==> src/rtl/gpio_irq_pkg.sv <==
package gpio_irq_pkg;

  localparam int unsigned ENA_OFS = 5;
  localparam int unsigned POL_OFS = 6;
  localparam int unsigned FLG_OFS = 7;

  typedef enum logic [1:0] {
    SEL_NONE = 2'd0,
    SEL_ENA  = 2'd1,
    SEL_POL  = 2'd2,
    SEL_FLG  = 2'd3
  } reg_sel_e;

  function automatic reg_sel_e decode_ofs(input int unsigned ofs);
    case (ofs)
      ENA_OFS: return SEL_ENA;
      POL_OFS: return SEL_POL;
      FLG_OFS: return SEL_FLG;
      default: return SEL_NONE;
    endcase
  endfunction

endpackage

==> src/rtl/gpio_pin_sync.sv <==
module gpio_pin_sync #(
  parameter int unsigned W = 16
) (
  input  logic         clk,
  input  logic         rst_n,
  input  logic [W-1:0] raw_i,
  output logic [W-1:0] cur_o,
  output logic [W-1:0] prev_o
);

  logic [W-1:0] meta_q;

  always_ff @(posedge clk or negedge rst_n) begin
    if (!rst_n) begin
      meta_q <= '0;
      cur_o  <= '0;
      prev_o <= '0;
    end else begin
      meta_q <= raw_i;
      cur_o  <= meta_q;
      prev_o <= cur_o;
    end
  end

endmodule

==> src/rtl/gpio_irq_group.sv <==
module gpio_irq_group #(
  parameter int unsigned PINS = 8
) (
  input  logic            clk,
  input  logic            rst_n,
  input  logic [PINS-1:0] cur_i,
  input  logic [PINS-1:0] prev_i,
  input  logic            ena_we,
  input  logic            pol_we,
  input  logic            flg_we,
  input  logic [PINS-1:0] wdata,
  output logic [PINS-1:0] ena_q,
  output logic [PINS-1:0] pol_q,
  output logic [PINS-1:0] flg_q,
  output logic            irq_o
);

  // Per-bit edge qualification: pol=0 rising, pol=1 falling
  function automatic logic [PINS-1:0] edge_hit(
    input logic [PINS-1:0] cur,
    input logic [PINS-1:0] prev,
    input logic [PINS-1:0] pol
  );
    return (cur & ~prev & ~pol) | (~cur & prev & pol);
  endfunction

  logic [PINS-1:0] hit;
  logic [PINS-1:0] clr;
  logic [PINS-1:0] flg_next;

  assign hit      = edge_hit(cur_i, prev_i, pol_q);
  assign clr      = flg_we ? wdata : '0;
  assign flg_next = (flg_q & ~clr) | hit;
  assign irq_o    = |(flg_q & ena_q);

  always_ff @(posedge clk or negedge rst_n) begin
    if (!rst_n) begin
      ena_q <= '0;
      pol_q <= '0;
      flg_q <= '0;
    end else begin
      if (ena_we) ena_q <= wdata;
      if (pol_we) pol_q <= wdata;
      flg_q <= flg_next;
    end
  end


  hit_sets_flag_chk: assert property (@(posedge clk) disable iff (!rst_n)
    (hit != '0) |=> ((flg_q & $past(hit)) == $past(hit)));


  no_spurious_set_chk: assert property (@(posedge clk) disable iff (!rst_n)
    1'b1 |=> ((flg_q & ~$past(flg_q) & ~$past(hit)) == '0));


  clear_only_by_write_chk: assert property (@(posedge clk) disable iff (!rst_n)
    1'b1 |=> ((~flg_q & $past(flg_q) & ~$past(clr)) == '0));


  masked_quiet_chk: assert property (@(posedge clk) disable iff (!rst_n)
    (ena_q == '0) |-> !irq_o);

endmodule

==> src/rtl/gpio_edge_irq.sv <==
module gpio_edge_irq #(
  parameter int unsigned GROUPS       = 2,
  parameter int unsigned PINS         = 8,
  parameter int unsigned ADDR_W       = 8,
  parameter int unsigned GROUP_STRIDE = 16
) (
  input  logic                     clk,
  input  logic                     rst_n,
  input  logic [GROUPS*PINS-1:0]   pin_i,
  input  logic                     reg_we,
  input  logic [ADDR_W-1:0]        reg_addr,
  input  logic [PINS-1:0]          reg_wdata,
  output logic [PINS-1:0]          reg_rdata,
  output logic [GROUPS-1:0]        irq_o
);
  import gpio_irq_pkg::*;

  localparam int unsigned NPIN  = GROUPS * PINS;
  localparam int unsigned OFS_W = $clog2(GROUP_STRIDE);
  localparam int unsigned SEL_W = ADDR_W - OFS_W;

  logic [NPIN-1:0] cur_s;
  logic [NPIN-1:0] prev_s;
  logic [PINS-1:0] ena_arr [GROUPS];
  logic [PINS-1:0] pol_arr [GROUPS];
  logic [PINS-1:0] flg_arr [GROUPS];
  logic [GROUPS-1:0] grp_hit;
  reg_sel_e          sel;

  assign sel = decode_ofs(int'(reg_addr[OFS_W-1:0]));

  gpio_pin_sync #(.W(NPIN)) u_sync (
    .clk    (clk),
    .rst_n  (rst_n),
    .raw_i  (pin_i),
    .cur_o  (cur_s),
    .prev_o (prev_s)
  );

  for (genvar g = 0; g < GROUPS; g++) begin : g_grp
    assign grp_hit[g] = (reg_addr[ADDR_W-1:OFS_W] == SEL_W'(g));

    gpio_irq_group #(.PINS(PINS)) u_grp (
      .clk    (clk),
      .rst_n  (rst_n),
      .cur_i  (cur_s[g*PINS +: PINS]),
      .prev_i (prev_s[g*PINS +: PINS]),
      .ena_we (reg_we && grp_hit[g] && sel == SEL_ENA),
      .pol_we (reg_we && grp_hit[g] && sel == SEL_POL),
      .flg_we (reg_we && grp_hit[g] && sel == SEL_FLG),
      .wdata  (reg_wdata),
      .ena_q  (ena_arr[g]),
      .pol_q  (pol_arr[g]),
      .flg_q  (flg_arr[g]),
      .irq_o  (irq_o[g])
    );


    irq_has_source_chk: assert property (@(posedge clk) disable iff (!rst_n)
      irq_o[g] |-> (flg_arr[g] != '0));
  end

  always_comb begin
    reg_rdata = '0;
    for (int g = 0; g < int'(GROUPS); g++) begin
      if (grp_hit[g]) begin
        case (sel)
          SEL_ENA: reg_rdata = ena_arr[g];
          SEL_POL: reg_rdata = pol_arr[g];
          SEL_FLG: reg_rdata = flg_arr[g];
          default: reg_rdata = '0;
        endcase
      end
    end
  end


  unmapped_reads_zero_chk: assert property (@(posedge clk) disable iff (!rst_n)
    (sel == SEL_NONE || grp_hit == '0) |-> (reg_rdata == '0));

endmodule

==> config.mk <==
export PLATFORM = sky130hd
export DESIGN_NAME = gpio_edge_irq
export DESIGN_NICKNAME = d
export VERILOG_FILES = /design/src/rtl/gpio_irq_pkg.sv /design/src/rtl/gpio_pin_sync.sv /design/src/rtl/gpio_irq_group.sv /design/src/rtl/gpio_edge_irq.sv
export SDC_FILE = /design/constraint.sdc
export NUM_CORES = 1
export LEC_CHECK = 0
export BUFFER_PORTS_ARGS = -buffer_cell sky130_fd_sc_hd__buf_2
export CORE_UTILIZATION = 25
export CTS_BUF_LIST = sky130_fd_sc_hd__clkbuf_4 sky130_fd_sc_hd__clkbuf_8
export CTS_CLUSTER_SIZE = 16
export DETAILED_ROUTE_END_ITERATION = 12
export PLACE_DENSITY = 0.46
export SYNTH_ARGS = -nofsm -noshare
export SYNTH_HDL_FRONTEND = slang
export SYNTH_SLANG_ARGS = --single-unit
export TNS_END_PERCENT = 50
==> constraint.sdc <==
create_clock -name clk -period 3.1 [get_ports clk]
set_input_delay 0.62 -clock clk [delete_from_list [all_inputs] [get_ports clk]]
set_output_delay 0.62 -clock clk [all_outputs]
set_load 0.03 [all_outputs]
==> reports/results.tsv <==
metric	value	unit
clock_path_buffers	2	
synthArstFlopShare	100.0	%
grt_usage	11.67	%
path_max_fanout	8	
clkLatencyLatePin	0.37	ns
tightest_slew	0.6990	ns
path_cells	buf_2 > nor4bb_4 > o211ai_1 > o22ai_1 > buf_2	
ys_types	25	
gp_congestion	0.7257	
path_class	in2out	
ys_top_cells_by_count	dfrtp_1 (96), mux2_2 (48), a22oi_1 (24)	
rows	45	
cts.sinks	96	
outcome	complete, no violations	
dieArea	16170	um^2
final_nets	367	
yosysMostFrequentCell	dfrtp_1	
area.growth.synth_to_final	18.43	%
pin_count	45	
clock-skew-final	0.007023	ns
crit_path_end_kind	primary output	
fin_ws	0.4113	ns
n_fill_cell	1525	
cp.arrival	2.07	ns
ys_ff_latch	96	
cellPowerDensity	526.7	nW/um^2
netlist_top_cells_area	dfrtp_1 (61%), mux2_2 (14%), a22oi_1 (4.6%), o221ai_1 (3.6%), a21o_1 (3.1%)	
timing.hold.ws	0.2819	ns
num_vias	2444	
cts_setup_buffers	0	
grt_max_degree	53	
final_layout_size_suffix_gt1_share	35.01	%
crit_family	compound AO/OA/AOI/OAI gates	
hold_viol_final	0	
die_w	127.2	um
required	2.48	ns
power_leakage	0.002090	uW
ys_seq_area_share	61.34	%
numPortBuffers	44	
slowest_stage	nor4bb_4	
fin_setup_tns	0	ns
synth_area_leader_cell	dfrtp_1	
r2r_cells	3	
maxCapViolCount	0	
synth_top_area_share	61.34	%
antenna_cells	0	
synthCells	282	
crit_path_frequent_cell	buf_2	
wire_per_inst	15.52	um
fmax	371.9	MHz
totalWireLength	8507	um
ir_drop	184.8	uV
period_minus_slack	2.689	ns
tritoncts	done	
synth_warnings	0	
antenna_left	0	
finalMaxSlewViolations	0	
pre_cts_ws	0.3881	ns
synth_flop_cell	dfrtp_1	
rsz0062_at_grt	no	
numCtsBuffers	9	
drt_iter0_drc	85	
antenna_found_initial	0	
dpl.hpwl	5990	um
overflow	0	
period_share	86.73	%
post_cts_resized	0	
die_y	127.2	um
start_util	25.67	%
finalSetupViolCount	0	
grt_pass1_vias	2574	
core_area	15260	um^2
drc	0	
synth_area	3916	um^2
hp-class	in2async	
grt_pass1_wl	14060	um
clock-root-buffer	clkbuf_8	
path_buf_inv	2	
ff2ff_setup_slack	2.19	ns
max_stage_delay	0.39	ns
postCtsHoldBufs	0	
slew_headroom	53.20	%
first_pass_iters	4	
cts_htree_levels	3	
clkTransAtPathRegs	0.09	ns
synth_edf_count	0	
r2r-end	g_grp[0].u_grp.flg_q[6]$_DFF_PN0_	
syn_area_per_cell	13.89	um^2
viasPerCell	4.460	
synth_nets	317	
cp-start-kind	primary input	
r2r-start	g_grp[0].u_grp.pol_q[6]$_DFFE_PN0P_	
==> layer usage <==
layer | wire [um] | vias up | GRT usage [%]
met1 | 4074 | 1229 | 15.81
li1 | - | 1154 | -
met5 | 0 | - | 0
met4 | 107 | 0 | 3.782
met3 | 351 | 8 | 3.434
met2 | 3973 | 53 | 17.87
==> flip-flops by register name, indices dropped and copies added (netlist names) <==
register	count
g_grp.u_grp.ena_q	16
g_grp.u_grp.pol_q	16
u_sync.cur_o	16
u_sync.meta_q	16
g_grp.u_grp.flg_q	16
u_sync.prev_o	16
==> where the power goes <==
part / switching, uW / internal (uW) / total, uW
clock: 415 / 503 / 918
combinational: 103 / 87.4 / 191
sequential: 32.0 / 1300 / 1330
==> cell families (layout without fill, tap and decap cells) <==
| kind of cell | after synthesis | count (layout) | synth area share, % |
|---|---|---|---|
| AOI/OAI and AO/OA | 66 | 66 | 12.84 |
| muxes | 48 | 48 | 13.80 |
| DFF | 96 | 96 | 61.34 |
| buffers and inverters | 27 | 82 | 3.131 |
| and+or+nand+nor | 45 | 45 | 8.882 |
==> final cells by class <==
cell class	count	area (um^2)	share of cell area, %
Sequential cell	96	2402	51.79
Multi-Input combinational cell	159	1406	30.32
Timing Repair Buffer	50	280.3	6.043
Tap cell	211	264.0	5.692
Clock buffer	13	160.2	3.453
Clock inverter	3	65.06	1.403
Inverter	16	60.06	1.295
==> layout by cell type (no fill, tap or decap), types with 2 or more instances in the layout <==
cell / instances
a21o_1: 16
bufinv_16: 2
nand4_1: 3
o221ai_1: 16
buf_4: 6
clkbuf_4: 3
a22oi_1: 24
o22ai_1: 8
and3b_1: 2
nand2b_1: 16
clkbuf_8: 10
nand3b_1: 16
buf_2: 43
inv_1: 16
dfrtp_1: 96
mux2_2: 48
==> worst max path at each step <==
stage | from | endpoint | slack [ns] | cells past startpoint
2_1_floorplan | reg_addr[3] | reg_rdata[0] | 0.52 | 5
3_3_place_gp | reg_addr[0] | reg_rdata[1] | 0.45 | 5
3_5_place_dp | reg_addr[0] | reg_rdata[1] | 0.39 | 5
4_1_cts | reg_addr[0] | reg_rdata[1] | 0.38 | 5
5_1_grt | reg_addr[0] | reg_rdata[1] | 0.24 | 5
6_report | reg_addr[0] | reg_rdata[1] | 0.41 | 5
==> through the flow <==
step           utilization [%]  cell area (um^2)  total power [uW]  instances
3_3_place_gp             28.92              4413              1553        532
2_1_floorplan                -              3916              1465        282
3_5_place_dp             28.92              4413              1557        532
5_1_grt                  30.40              4638              2551        548
6_report                 30.40              4638              2443        548
4_1_cts                  30.40              4638              2486        548
Power figures use the tool's default switching activity.
